[config.mk]
export PLATFORM = sky130hd
export DESIGN_NAME = irq_vector_ctrl
export DESIGN_NICKNAME = d
export VERILOG_FILES = /design/src/rtl/irq_vec_pkg.sv /design/src/rtl/irq_src_bank.sv /design/src/rtl/irq_level_sel.sv /design/src/rtl/irq_iack_unit.sv /design/src/rtl/irq_vector_ctrl.sv
export SDC_FILE = /design/constraint.sdc
export NUM_CORES = 1
export LEC_CHECK = 0
export ABC_CLOCK_PERIOD_IN_PS = 7030
export BUFFER_PORTS_ARGS = -buffer_cell sky130_fd_sc_hd__buf_2
export CAP_MARGIN = 20
export CORE_MARGIN = 1.5
export CORE_UTILIZATION = 29
export CTS_CLUSTER_SIZE = 25
export DETAILED_ROUTE_END_ITERATION = 16
export GPL_TIMING_DRIVEN = 0
export PLACE_DENSITY = 0.56
export SLEW_MARGIN = 20
export SYNTH_ARGS = -nofsm -noshare
export SYNTH_HDL_FRONTEND = slang
export SYNTH_SLANG_ARGS = --single-unit
[constraint.sdc]
create_clock -name clk -period 7.03 [get_ports clk]
set_clock_uncertainty 0.2 [all_clocks]
set_input_delay 1.0545 -clock clk [delete_from_list [all_inputs] [get_ports clk]]
set_output_delay 1.0545 -clock clk [all_outputs]
set_load 0.02 [all_outputs]
[src/rtl/irq_vec_pkg.sv]
package irq_vec_pkg;
  localparam int LVL_W      = 3;
  localparam int NUM_LVL    = 1 << LVL_W;
  localparam int VBASE_W    = 8 - LVL_W;
  localparam int ADDR_W     = 6;
  localparam int DATA_W     = 32;
  localparam logic [ADDR_W-1:0] A_PEND  = 6'd0;
  localparam logic [ADDR_W-1:0] A_MASK  = 6'd1;
  localparam logic [ADDR_W-1:0] A_TYPE  = 6'd2;
  localparam logic [ADDR_W-1:0] A_VBASE = 6'd3;
  localparam int A_LVL_BASE = 16;
  localparam logic [2:0] FC_ACK = 3'b111;
  typedef logic [LVL_W-1:0] lvl_t;
endpackage

[src/rtl/irq_src_bank.sv]
module irq_src_bank #(
  parameter int N_SRC = 16
) (
  input  logic             clk,
  input  logic             rst_n,
  input  logic [N_SRC-1:0] irq_in,
  input  logic [N_SRC-1:0] edge_sel,
  input  logic [N_SRC-1:0] clr,
  output logic [N_SRC-1:0] pend
);
  for (genvar g = 0; g < N_SRC; g++) begin : g_src
    logic hist_q;
    logic pend_q;
    always_ff @(posedge clk or negedge rst_n) begin
      if (!rst_n) begin
        hist_q <= 1'b0;
        pend_q <= 1'b0;
      end else begin
        hist_q <= irq_in[g];
        if (edge_sel[g]) begin
          // a new edge wins over a clear in the same cycle
          pend_q <= (pend_q & ~clr[g]) | (irq_in[g] & ~hist_q);
        end else begin
          pend_q <= irq_in[g];
        end
      end
    end
    assign pend[g] = pend_q;
  end
endmodule

[src/rtl/irq_level_sel.sv]
module irq_level_sel
  import irq_vec_pkg::*;
#(
  parameter int N_SRC = 16
) (
  input  logic [N_SRC-1:0]       pend,
  input  logic [N_SRC-1:0]       mask,
  input  logic [N_SRC*LVL_W-1:0] lvl_flat,
  output lvl_t                   top_lvl,
  output logic [NUM_LVL-1:0]     lvl_act
);
  logic [N_SRC-1:0] live;
  assign live = pend & ~mask;

  always_comb begin
    lvl_act = '0;
    for (int i = 0; i < N_SRC; i++) begin
      if (live[i]) lvl_act[lvl_flat[i*LVL_W +: LVL_W]] = 1'b1;
    end
    lvl_act[0] = 1'b0;
  end

  always_comb begin
    top_lvl = '0;
    for (int l = 1; l < NUM_LVL; l++) begin
      if (lvl_act[l]) top_lvl = lvl_t'(l);
    end
  end
endmodule

[src/rtl/irq_iack_unit.sv]
module irq_iack_unit
  import irq_vec_pkg::*;
#(
  parameter logic [7:0] SPUR_VEC = 8'h18
) (
  input  logic               clk,
  input  logic               rst_n,
  input  logic [2:0]         cpu_fc,
  input  logic               cpu_as_n,
  input  lvl_t               ack_lvl,
  input  logic [NUM_LVL-1:0] lvl_act,
  input  logic [VBASE_W-1:0] vbase,
  output logic [7:0]         vec_data,
  output logic               vec_oe,
  output logic               dtack_n
);
  logic       ack_cyc;
  logic       busy_q;
  logic [7:0] vec_q;

  assign ack_cyc = (cpu_fc == FC_ACK) && !cpu_as_n;

  always_ff @(posedge clk or negedge rst_n) begin
    if (!rst_n) begin
      busy_q <= 1'b0;
      vec_q  <= '0;
    end else if (!busy_q && ack_cyc) begin
      busy_q <= 1'b1;
      vec_q  <= lvl_act[ack_lvl] ? {vbase, ack_lvl} : SPUR_VEC;
    end else if (busy_q && !ack_cyc) begin
      busy_q <= 1'b0;
    end
  end

  assign vec_oe   = busy_q;
  assign dtack_n  = ~busy_q;
  assign vec_data = busy_q ? vec_q : 8'h00;
endmodule

[src/rtl/irq_vector_ctrl.sv]
module irq_vector_ctrl
  import irq_vec_pkg::*;
#(
  parameter int         N_SRC    = 16,
  parameter logic [7:0] SPUR_VEC = 8'h18
) (
  input  logic                 clk,
  input  logic                 rst_n,
  input  logic [N_SRC-1:0]     irq_in,
  input  logic                 cfg_we,
  input  logic [ADDR_W-1:0]    cfg_addr,
  input  logic [DATA_W-1:0]    cfg_wdata,
  output logic [DATA_W-1:0]    cfg_rdata,
  output logic [LVL_W-1:0]     ipl_n,
  input  logic [2:0]           cpu_fc,
  input  logic                 cpu_as_n,
  input  logic [LVL_W-1:0]     cpu_addr_lvl,
  output logic [7:0]           vec_data,
  output logic                 vec_oe,
  output logic                 dtack_n
);
  localparam int FLAT_W = N_SRC * LVL_W;

  logic [N_SRC-1:0]   mask_q;
  logic [N_SRC-1:0]   edge_q;
  logic [VBASE_W-1:0] vbase_q;
  logic [FLAT_W-1:0]  lvl_flat;
  logic [N_SRC-1:0]   clr_vec;
  logic [N_SRC-1:0]   pend;
  lvl_t               top_lvl;
  logic [NUM_LVL-1:0] lvl_act;

  assign clr_vec = (cfg_we && cfg_addr == A_PEND) ? cfg_wdata[N_SRC-1:0] : '0;

  always_ff @(posedge clk or negedge rst_n) begin
    if (!rst_n) begin
      mask_q  <= '1;
      edge_q  <= '0;
      vbase_q <= '0;
    end else if (cfg_we) begin
      if (cfg_addr == A_MASK)  mask_q  <= cfg_wdata[N_SRC-1:0];
      if (cfg_addr == A_TYPE)  edge_q  <= cfg_wdata[N_SRC-1:0];
      if (cfg_addr == A_VBASE) vbase_q <= cfg_wdata[VBASE_W-1:0];
    end
  end

  for (genvar g = 0; g < N_SRC; g++) begin : g_lvl
    localparam logic [ADDR_W-1:0] MY_ADDR = ADDR_W'(A_LVL_BASE + g);
    lvl_t lvl_q;
    always_ff @(posedge clk or negedge rst_n) begin
      if (!rst_n) lvl_q <= '0;
      else if (cfg_we && cfg_addr == MY_ADDR) lvl_q <= cfg_wdata[LVL_W-1:0];
    end
    assign lvl_flat[g*LVL_W +: LVL_W] = lvl_q;
  end

  always_comb begin
    cfg_rdata = '0;
    case (cfg_addr)
      A_PEND:  cfg_rdata[N_SRC-1:0]   = pend;
      A_MASK:  cfg_rdata[N_SRC-1:0]   = mask_q;
      A_TYPE:  cfg_rdata[N_SRC-1:0]   = edge_q;
      A_VBASE: cfg_rdata[VBASE_W-1:0] = vbase_q;
      default: begin
        for (int i = 0; i < N_SRC; i++) begin
          if (cfg_addr == ADDR_W'(A_LVL_BASE + i))
            cfg_rdata[LVL_W-1:0] = lvl_flat[i*LVL_W +: LVL_W];
        end
      end
    endcase
  end

  irq_src_bank #(.N_SRC(N_SRC)) u_bank (
    .clk      (clk),
    .rst_n    (rst_n),
    .irq_in   (irq_in),
    .edge_sel (edge_q),
    .clr      (clr_vec),
    .pend     (pend)
  );

  irq_level_sel #(.N_SRC(N_SRC)) u_sel (
    .pend     (pend),
    .mask     (mask_q),
    .lvl_flat (lvl_flat),
    .top_lvl  (top_lvl),
    .lvl_act  (lvl_act)
  );

  assign ipl_n = ~top_lvl;

  irq_iack_unit #(.SPUR_VEC(SPUR_VEC)) u_iack (
    .clk      (clk),
    .rst_n    (rst_n),
    .cpu_fc   (cpu_fc),
    .cpu_as_n (cpu_as_n),
    .ack_lvl  (cpu_addr_lvl),
    .lvl_act  (lvl_act),
    .vbase    (vbase_q),
    .vec_data (vec_data),
    .vec_oe   (vec_oe),
    .dtack_n  (dtack_n)
  );
endmodule

* Yosys cells after proc, flatten, opt, wreduce, memory -nomap -nowiden
Index checks and enable logic that the tools add are counted.
** Storage, ports and cells
- Input port bits :: 64
- Word-level logic and storage cells :: 346
- Flip-flop bits (word level) :: 126
** Cells by class
- Reduce and logical (&&, ||, !) cells :: 44
- Bitwise logic cells :: 99
- Mux-type cells :: 97
- Equal/unequal tests :: 20
- Magnitude comparators :: 33
** Operators by type and width (count)
- 2-to-1 mux 8 bit :: 18
- OR 8 bit :: 15
- equality test 6 x 5 -> 1 bit (second input constant) :: 16
- < comparator 3 x 4 -> 1 bit (second input constant) :: 17
- 2-to-1 mux 3 bit :: 20
- demux 1 bit (select 3 bit) :: 16
- >= comparator 3 x 1 -> 1 bit (second input constant) :: 16
- logical AND 1 bit :: 36
- 2-to-1 mux 1 bit :: 36
- inverter 1 bit :: 33
- case mux 11 bit (3 select lines) :: 1
- bitwise AND 1 bit :: 32
- bitwise AND 16 bit :: 1
- 2-to-1 mux 16 bit :: 1
- inverter 16 bit :: 1
- OR 1 bit :: 16
- equality test 6 x 2 -> 1 bit (second input constant) :: 2
- case mux 3 bit (4 select lines) :: 1
- case mux 2 bit (4 select lines) :: 1
- equality test 6 x 1 -> 1 bit (second input constant) :: 1
- logical NOT 6 bit :: 1
- AND reduction 2 bit :: 3
- 2-to-1 mux 2 bit :: 2
- binary-select mux 1 bit (select 3 bit) :: 1
- 4 further kinds :: 6

* Longest topological paths before layout
Gate-level depths: netlist of the first run.
- Depth after elaboration :: 43
- Depth in mapped cells :: 9

* Cells and area by module
A second synthesis of the first run with hierarchy kept.
** Unflattened totals
- Cells, all modules :: 739
- Area total of the unflattened synthesis :: 7578.5 um2
** By module, submodules not included
- irq_vector_ctrl :: area each 4633.2 um2, cells each 403, instances 1, sequential area each 2147.1 um2
- irq_level_sel :: area each 1247.4 um2, cells each 188, instances 1, sequential area each 0.0 um2
- irq_src_bank :: area each 1199.9 um2, cells each 96, instances 1, sequential area each 800.8 um2
- irq_iack_unit :: area each 498.0 um2, cells each 52, instances 1, sequential area each 225.2 um2

* Worst setup path after synthesis of the first run
No wires, ideal clock.
- Path kind :: in2out
- From :: input cfg_addr[3]
- To :: output cfg_rdata[2]
- Cell stages on the path :: 7
- Arrival :: 2.707 ns
- Buffers on the path :: 0
- Setup slack :: 3.068 ns
- Data required time :: 5.775 ns
- Path through :: and4bb_2 nand2_1 a21boi_1 o221a_1 a2111oi_0 o21ai_1 a31oi_1
** On the way
- Longest elaborated chain between the ends :: 18
** RTL lines
- from (decl) :: RTL line irq_vector_ctrl.sv:11 : input logic [ADDR_W-1:0] cfg_addr,
- equality test 6 x 5 -> 1 bit :: RTL line irq_vector_ctrl.sv:66 : if (cfg_addr == ADDR_W'(A_LVL_BASE + i))
- 2-to-1 mux 3 bit (16 in series) :: RTL line irq_vector_ctrl.sv:66
- case mux 3 bit (4 select lines) * :: RTL line irq_vector_ctrl.sv:59 : case (cfg_addr)
- to (decl) :: RTL line irq_vector_ctrl.sv:13 : output logic [DATA_W-1:0] cfg_rdata,
Every way passes the cells marked *; elsewhere a longest branch is shown, timed or not.

* Worst setup path after layout of the first run
- From :: input cfg_addr[1]
- To :: output cfg_rdata[2]
The elaborated chain is that of the path after synthesis.

==> results.toml, run 1 <==
[timing]
final.period_utilization_pct = 66.93
setup_ws_ns = 2.325
relSlewSlack_pct = 38.34
setup_tns_ns = 0
setup_viol = 0
max_freq_mhz = 212.5
worst_pin_slew_ns = 0.9229
drv_slew = 0
rsz0062_at_grt = "false"
fin_crit_ns = 4.705
finalHoldViolCount = 0

[synth]
synth-async-reset-ratio_pct = 100.0
synth_most_common_cell = "dfrtp_1"
synthFlopType = "dfrtp_1"
synth_commonest_cells = "dfrtp_1, mux2_2, nand2_1"
synth_seq_area_share_pct = 43.69
netlist_instances = 710
ys_ff_latch = 126
syn_area_per_cell_sq_um = 10.23
synth_edf_count = 0
synth_top_area_share_pct = 37.90
synth_area_leader_cell = "dfrtp_1"
synth_area_leaders = "dfrtp_1, mux2_2, dfstp_2, nand2_1, o22ai_1"
ys_types = 74
synth_area_sq_um = 7263
ys_warn_count = 0

[worst_setup_path]
required_ns = 5.78
r2r_setup_slack_ns = 4.08
critPathLaunchType = "input port"
critical_path_class = "input port to output pin"
path_max_fanout = 7
worst_r2r_endpoint = "u_iack.vec_q[6]"
crit_path_end_kind = "output pin"
rr_startpoint = "mask_q[7]"
ff2ff_path_depth = 7
cp_data_arrival_time_ns = 3.45

[pwr]
power_density_nw_per_um2 = 270.5
p_leak_nw = 3.684
p_clk_share_pct = 38.4
p_int_mw = 1.610
p_sw_share_pct = 31.67
switchingPower_uw = 746.2
fin_total_pwr_mw = 2.356
pwr-share-comb_pct = 20.6
seq_power_share_pct = 41.0
irDropWorstVdd_v = 0.0001115

[global_route]
antenna_found_initial = 0
grt_max_degree = 76
grt-ovfl-total = 0
grt_use_total_pct = 19.67
grt_pass1_vias = 6232
grt_pass1_wl_microns = 38340

[placement]
pre_cts_ws_ns = 2.387
place_inst = 1121
place.gp.congestion = 0.9404
dp_hpwl_microns = 19030
io_buffers = 71

[final_layout]
final_core_util_pct = 35.61
nets = 881
fin_cells = 1153
num_antenna_cells = 0
area_growth_syn_to_layout_pct = 19.93
drive_above_1_share_pct = 29.19
fillCellCount = 2482

[min_path]
worstHoldEndpoint = "u_iack.vec_q[2]"
hp-class = "flip-flop to flip-flop"
whs_path_depth = 1
holdCritStartpoint = "u_iack.vec_q[2]"

[route]
drc = 0
viasPerCell = 5.424
drt_pass1_iterations = 5
wl_microns = 24910
route.vias.total = 6254
postRouteAntennaNets = 0
drt_iter0_markers = 427
routedWlPerCell_microns = 21.60

[clocking]
cts_max_level = 4
ctsHoldBuffers = 0
ctsResizeCount = 0
cts-root-buf = "clkbuf_16"
clkTransAtPathRegs_ns = 0.06
cts_buffers = 17
clk_latency_ns = 0.43
cts_setup_buffers = 0
cts_max_path_buffers = 2
tritoncts = "yes"
cts_num_sinks = 126

[die]
rows = 57
die_x_microns = 161.3
die_h_microns = 161.3
fp.dieArea_sq_um = 26000
core_sq_um = 24460
initial_core_util_pct = 29.69
num_io_pins = 109

[flow_run]
drv_cap = 0

[status]
status = "completed"
-- placed cells by master, fill, tap and decap left out, drive strengths merged, types with 22 or more instances in the layout --
master	instances
dfrtp	110
buf	100
mux2	76
nand2	70
nor2	55
o22ai	41
clkbuf	38
nand2b	27
o21ai	25
a21oi	22
-- flip-flops by register name, indices dropped and copies added, names as in the netlist --
register and flops:
u_bank.g_src.pend_q 16, vbase_q 5, u_iack.vec_oe 1, g_lvl.lvl_q 48, mask_q 16, u_bank.g_src.hist_q 16, u_iack.vec_q 8, edge_q 16
-- power by group through the flow --
| stage | sequential (mW) | combinational [mW] | clock (mW) |
|---|---|---|---|
| after floorplan | 0.914 | 0.335 | 0 |
| after global placement | 0.972 | 0.477 | 0 |
| after detailed placement | 0.972 | 0.481 | 0 |
| after CTS | 0.961 | 0.483 | 0.918 |
| after global routing | 0.980 | 0.526 | 0.951 |
| final | 0.966 | 0.485 | 0.905 |
-- worst max-delay path by stage --
stage / cells after the start / start / slack, ns / end
after global placement: 9 / cfg_addr[1] / 2.43 / cfg_rdata[2]
after CTS: 9 / cfg_addr[1] / 2.38 / cfg_rdata[2]
after global routing: 9 / cfg_addr[1] / 2.29 / cfg_rdata[2]
final: 9 / cfg_addr[1] / 2.33 / cfg_rdata[2]
after floorplan: 7 / cfg_addr[3] / 3.07 / cfg_rdata[2]
after detailed placement: 9 / cfg_addr[1] / 2.39 / cfg_rdata[2]
-- cell families after synthesis --
family	Yosys count	synth area share (%)
and+or+nand+nor	274	21.09
AOI/OAI and AO/OA	145	14.23
DFF	126	43.69
muxes	101	16.49
buffers and inverters	62	4.289
adders and majority gates	1	0.1722
other	1	0.05163
-- per-stage QoR --
| stage | hold slack (ns) | area (sq um) |
|---|---|---|
| floorplan | 0.2420 | 7320 |
| finish | 0.2810 | 8711 |
| CTS | 0.2797 | 8711 |
| global route | 0.2937 | 8711 |
| global placement | 0.2609 | 8080 |
| detailed placement | 0.2656 | 8118 |
-- metal layers --
metal	vias up	share of wire (%)	track usage [%]
met5	-	0	0
met4	0	3.8	8.796
met3	54	5.6	3.313
met2	251	46	31.11
met1	3107	45	26.40
li1	2842	-	-
-- layout make-up --
class | count | area (sq um) | area share [%]
buffer | 44 | 244.0 | 2.801
clock buffer | 22 | 454.2 | 5.214
clock inverter | 10 | 138.9 | 1.594
inverter | 18 | 67.56 | 0.7756
multi-input combinational | 537 | 3835 | 44.02
sequential | 126 | 3173 | 36.43
tap | 324 | 405.4 | 4.654
timing repair buffer | 72 | 392.9 | 4.510
-- worst max-delay path, stage by stage --
cell	delay, ns
clkbuf_1	0.19
nor2b_1	0.58
a22o_1	0.22
nand2_1	0.05
o221a_1	0.13
a2111oi_0	0.49
o21ai_1	0.14
a31oi_1	0.35
buf_2	0.24
Power figures use the tool's default switching activity.
==> run 2, diff against run 1 <==
--- a/config.mk
+++ b/config.mk
@@ -5,7 +5,7 @@
 export SDC_FILE = /design/constraint.sdc
 export NUM_CORES = 1
 export LEC_CHECK = 0
-export ABC_CLOCK_PERIOD_IN_PS = 7030
+export ABC_CLOCK_PERIOD_IN_PS = 4450
 export BUFFER_PORTS_ARGS = -buffer_cell sky130_fd_sc_hd__buf_2
 export CAP_MARGIN = 20
 export CORE_MARGIN = 1.5
==> constraint.sdc (replaced) <==
create_clock -name clk -period 4.45 [get_ports clk]
set_clock_uncertainty 0.2 [all_clocks]
set_input_delay 0.6675 -clock clk [delete_from_list [all_inputs] [get_ports clk]]
set_output_delay 0.6675 -clock clk [all_outputs]
set_load 0.02 [all_outputs]
==> run 2 against run 1 <==
Against the previous run:
- first-iteration DRC count up 3.0%
- largest power group unchanged
- highest routed layer unchanged
- sequential power up 58%
- via count down 0.22%
- worst hold slack worse by 0.13 ns
- clock power up 58%
==> results.toml, run 2 (same netlist as run 1, synthesis figures left out) <==
[status]
status = "completed"

[final_layout]
nets = 882
fillCellCount = 2484
mostFrequentLayoutCells = "dfrtp_1, buf_2, mux2_2"
largest_reg_flops = 48
area_growth_syn_to_layout_pct = 20.07
final_common_cell = "dfrtp_1"
top_register = "g_lvl.lvl_q"
multi_input_area_sq_um = 3835
area.sequential_sq_um = 3173
drive_above_1_share_pct = 29.16
num_antenna_cells = 0

[placement]
io_buffers = 71
pre_cts_ws_ns = 0.5807
dp_hpwl_microns = 19030
place.gp.congestion = 0.9404

[min_path]
hp-class = "input port to flip-flop"

[global_route]
grt_max_degree = 76
grt_pass1_wl_microns = 38340
grt-ovfl-total = 0
grt_pass1_vias = 6232
grt_use_total_pct = 19.67
antenna_found_initial = 0

[pwr]
p_leak_nw = 3.688
p_int_mw = 2.543
irDropWorstVdd_v = 0.0001762
seq_power_share_pct = 41.0
p_sw_share_pct = 31.66
pwr-share-comb_pct = 20.7
switchingPower_mw = 1.178
power_density_nw_per_um2 = 426.8
p_clk_share_pct = 38.3

[clocking]
clkTransAtPathRegs_ns = 0.06
cts_setup_buffers = 0
cts-root-buf = "clkbuf_16"
tritoncts = "yes"
cts_max_level = 4
cts_num_sinks = 126
ctsResizeCount = 0
cts_max_path_buffers = 2
clk_latency_ns = 0.43
cts_buffers = 17
ctsHoldBuffers = 1

[worst_setup_path]
r2r_setup_slack_ns = 1.50
critPathLaunchType = "input port"
crit_path_end_kind = "output pin"
critical_path_class = "input port to output pin"
path_max_fanout = 7
required_ns = 3.58
cp_data_arrival_time_ns = 3.07

[timing]
drv_slew = 0
final.period_utilization_pct = 88.55
setup_viol = 0
fin_crit_ns = 3.940
relSlewSlack_pct = 39.80
rsz0062_at_grt = "false"
worst_pin_slew_ns = 0.9010
max_freq_mhz = 253.8
setup_tns_ns = 0
setup_ws_ns = 0.5097
finalHoldViolCount = 0

[route]
viasPerCell = 5.407
wl_microns = 24910
drt_iter0_markers = 440
drt_pass1_iterations = 5
route.vias.total = 6240
postRouteAntennaNets = 0
routedWlPerCell_microns = 21.59
drc = 0

[die]
num_io_pins = 109
initial_core_util_pct = 29.69
die_x_microns = 161.3
die_h_microns = 161.3
core_sq_um = 24460
fp.dieArea_sq_um = 26000
rows = 57

[flow_run]
drv_cap = 0
## run 2: cell types whose count changed in the layout (fill, tap and decap cells not counted)
cell           previous run  this run
dlygate4sd3_1             0         1
## run 2: worst paths after layout
kind,startpoint,to,depth (start not counted)
worst max-delay path,cfg_addr[1],cfg_rdata[2],9
worst min-delay path,irq_in[7],u_bank.g_src[7].hist_q,1
max in group asynchronous,rst_n,mask_q[0],3
min in group asynchronous,rst_n,u_bank.g_src[6].hist_q,2
worst max register to register,mask_q[7],u_iack.vec_q[5],7
worst min register to register,u_iack.vec_q[2],u_iack.vec_q[2],1
## run 2: routing by layer
metal	global-route usage, %	vias to the layer above	share of wire (%)
met5	0	-	0
met4	8.796	0	3.7
met3	3.313	48	6.3
met2	31.11	254	46
met1	26.40	3093	44
li1	-	2845	-
## run 2: layout make-up
| type | instances | area share, % |
|---|---|---|
| buffer | 44 | 2.798 |
| clock buffer | 22 | 5.208 |
| clock inverter | 10 | 1.593 |
| inverter | 18 | 0.7747 |
| multi-input combinational | 537 | 43.97 |
| sequential | 126 | 36.38 |
| tap | 324 | 4.648 |
| timing repair buffer | 73 | 4.620 |
## run 2: power groups by stage
stage	sequential (mW)	clock, mW	combinational [mW]
2_1_floorplan	1.44	0	0.529
3_3_place_gp	1.54	0	0.754
3_5_place_dp	1.54	0	0.760
4_1_cts	1.52	1.45	0.764
5_1_grt	1.55	1.50	0.832
6_report	1.53	1.43	0.769
## run 2: per-stage QoR
stage	area (sq um)	util (%)	hold WS, ns	cells	total power [mW]
after CTS	8721	35.65	0.1423	1154	3.733
after floorplan	7320	-	0.1719	725	1.974
after detailed placement	8118	33.18	0.2656	1121	2.295
after global placement	8080	33.03	0.2609	1120	2.290
final	8721	35.65	0.1503	1154	3.722
after global routing	8721	35.65	0.1476	1154	3.882
## run 2: worst max-delay path: stages
cell and delay [ns]:
clkbuf_1 0.19, nor2b_1 0.57, a22o_1 0.22, nand2_1 0.05, o221a_1 0.13, a2111oi_0 0.50
o21ai_1 0.15, a31oi_1 0.36, buf_2 0.24
==> run 3, diff against run 2 <==
--- a/config.mk
+++ b/config.mk
@@ -9,11 +9,11 @@
 export BUFFER_PORTS_ARGS = -buffer_cell sky130_fd_sc_hd__buf_2
 export CAP_MARGIN = 20
 export CORE_MARGIN = 1.5
-export CORE_UTILIZATION = 29
-export CTS_CLUSTER_SIZE = 25
+export CORE_UTILIZATION = 45
+export CTS_CLUSTER_SIZE = 16
 export DETAILED_ROUTE_END_ITERATION = 16
 export GPL_TIMING_DRIVEN = 0
-export PLACE_DENSITY = 0.56
+export PLACE_DENSITY = 0.75
 export SLEW_MARGIN = 20
 export SYNTH_ARGS = -nofsm -noshare
 export SYNTH_HDL_FRONTEND = slang
==> run 3 against run 2 <==
Against the previous run:
- sequential share of layout area grew 0.78 points
- power shrank 3.5%
- first-iteration DRC count increased by 89%
- critical endpoint unchanged
- largest cell class unchanged
- worst hold slack got worse by 0.15 ns
- non-clock buffer count fell by 1
- sequential cell count unchanged
- die area is 35% lower
- register-to-register slack better by 0.04 ns
- count of clock-buffer cells in the layout down 3
- cell area fell by 2.1%
- wire length down 10%
==> results.toml, run 3 (same netlist as run 1, synthesis figures left out) <==
[die]
die_h_microns = 130.0
fp.dieArea_sq_um = 16910
num_io_pins = 109
rows = 46
initial_core_util_pct = 45.89
core_sq_um = 15830
die_x_microns = 130.0

[min_path]
hp-class = "input port to async pin"

[clocking]
clk_latency_ns = 0.43
cts_max_path_buffers = 2
ctsResizeCount = 0
clkTransAtPathRegs_ns = 0.06
cts-root-buf = "clkbuf_16"
cts_num_sinks = 126
cts_max_level = 4
tritoncts = "yes"
cts_setup_buffers = 0
cts_buffers = 17
ctsHoldBuffers = 0

[route]
drt_iter0_markers = 830
postRouteAntennaNets = 0
top_layer = "met4"
drt_pass1_iterations = 5
viasPerCell = 6.039
routedWlPerCell_microns = 21.44
met1_length_microns = 9220
route.vias.total = 6311
wl_met3_microns = 2211
wl_met2_microns = 10030
drc = 0
wl_microns = 22410

[pwr]
fin_total_pwr_mw = 3.593
irDropWorstVdd_v = 0.0002717
p_leak_nw = 3.664
power_density_nw_per_um2 = 420.8

[timing]
finalHoldViolCount = 0
relSlewSlack_pct = 40.08
drv_slew = 0
final.period_utilization_pct = 85.87
setup_ws_ns = 0.6287
fin_crit_ns = 3.821
rsz0062_at_grt = "false"
whs_ns = 0.001411
worst_pin_slew_ns = 0.8906
setup_viol = 0
setup_tns_ns = 0
max_freq_mhz = 261.7

[placement]
pre_cts_ws_ns = 0.7031
io_buffers = 71
dp_hpwl_microns = 16990
place_inst = 1013
place.gp.congestion = 1.040

[final_layout]
drive_above_1_share_pct = 29.55
num_antenna_cells = 0
largest_reg_flops = 48
fillCellCount = 1429
multi_input_area_sq_um = 3835
mostFrequentLayoutCells = "dfrtp_1, buf_2, mux2_2"
nets = 881
area_growth_syn_to_layout_pct = 17.55
fin_cells = 1045
final_common_cell = "dfrtp_1"
area.sequential_sq_um = 3173
top_register = "g_lvl.lvl_q"

[worst_setup_path]
crit_slowest_cell = "nor2b_1"
critical_path_class = "input port to output pin"
crit_family = "compound AO/OA/AOI/OAI gates"
max_stage_delay_ns = 0.59
cp_data_arrival_time_ns = 2.95
path_cells = "clkbuf_1 -> nor2b_1 -> a22o_1 -> nand2_1 -> o221a_1 -> a2111oi_0 -> o21ai_1 -> a31oi_1 -> buf_2"
crit_buf_inv = 2
required_ns = 3.58
critPathLaunchType = "input port"
path_max_fanout = 7
crit_path_end_kind = "output pin"

[global_route]
grt-ovfl-total = 0
grt_use_total_pct = 27.38
grt_max_degree = 65
antenna_found_initial = 0
grt_pass1_vias = 5898
grt_pass1_wl_microns = 33860

[status]
status = "completed"

[flow_run]
drv_cap = 0
==> run 3: worst paths after layout <==
kind / start / to / slack (ns) / cells past startpoint
worst min-delay path: rst_n / u_iack.vec_q[7] / 0.001 / 1
max in group asynchronous: rst_n / mask_q[12] / 3.28 / 2
worst max-delay path: cfg_addr[1] / cfg_rdata[2] / 0.63 / 9
worst max register to register: mask_q[7] / u_iack.vec_q[5] / 1.54 / 7
worst min register to register: u_iack.vec_q[2] / u_iack.vec_q[2] / 0.29 / 1
min in group clk: irq_in[11] / u_bank.g_src[11].hist_q / 0.16 / 1
==> run 3: metrics by stage <==
stage	instance area [sq um]	util, %
after detailed placement	7979	50.41
after floorplan	7320	-
after global placement	7945	50.20
final	8538	53.94
after global routing	8538	53.94
after CTS	8538	53.94
==> run 3: layout make-up <==
| cell class | instances | share of cell area [%] |
|---|---|---|
| multi-input combinational | 537 | 44.92 |
| sequential | 126 | 37.16 |
| clock buffer | 19 | 5.188 |
| timing repair buffer | 72 | 4.557 |
| tap | 216 | 3.165 |
| buffer | 44 | 2.858 |
| clock inverter | 13 | 1.363 |
| inverter | 18 | 0.7913 |
==> run 3: power by group <==
part / total [mW] / switching, mW / internal (mW)
Sequential: 1.53 / 0.217 / 1.31
Clock: 1.32 / 0.534 / 0.782
Combinational: 0.749 / 0.413 / 0.336
Total: 3.59 / 1.16 / 2.43
==> run 3: metal layers <==
metal | vias to the layer above | track usage, %
li1 | 2846 | -
met1 | 3048 | 36.49
met2 | 348 | 41.67
met3 | 69 | 6.478
met4 | 0 | 14.12
met5 | - | 0
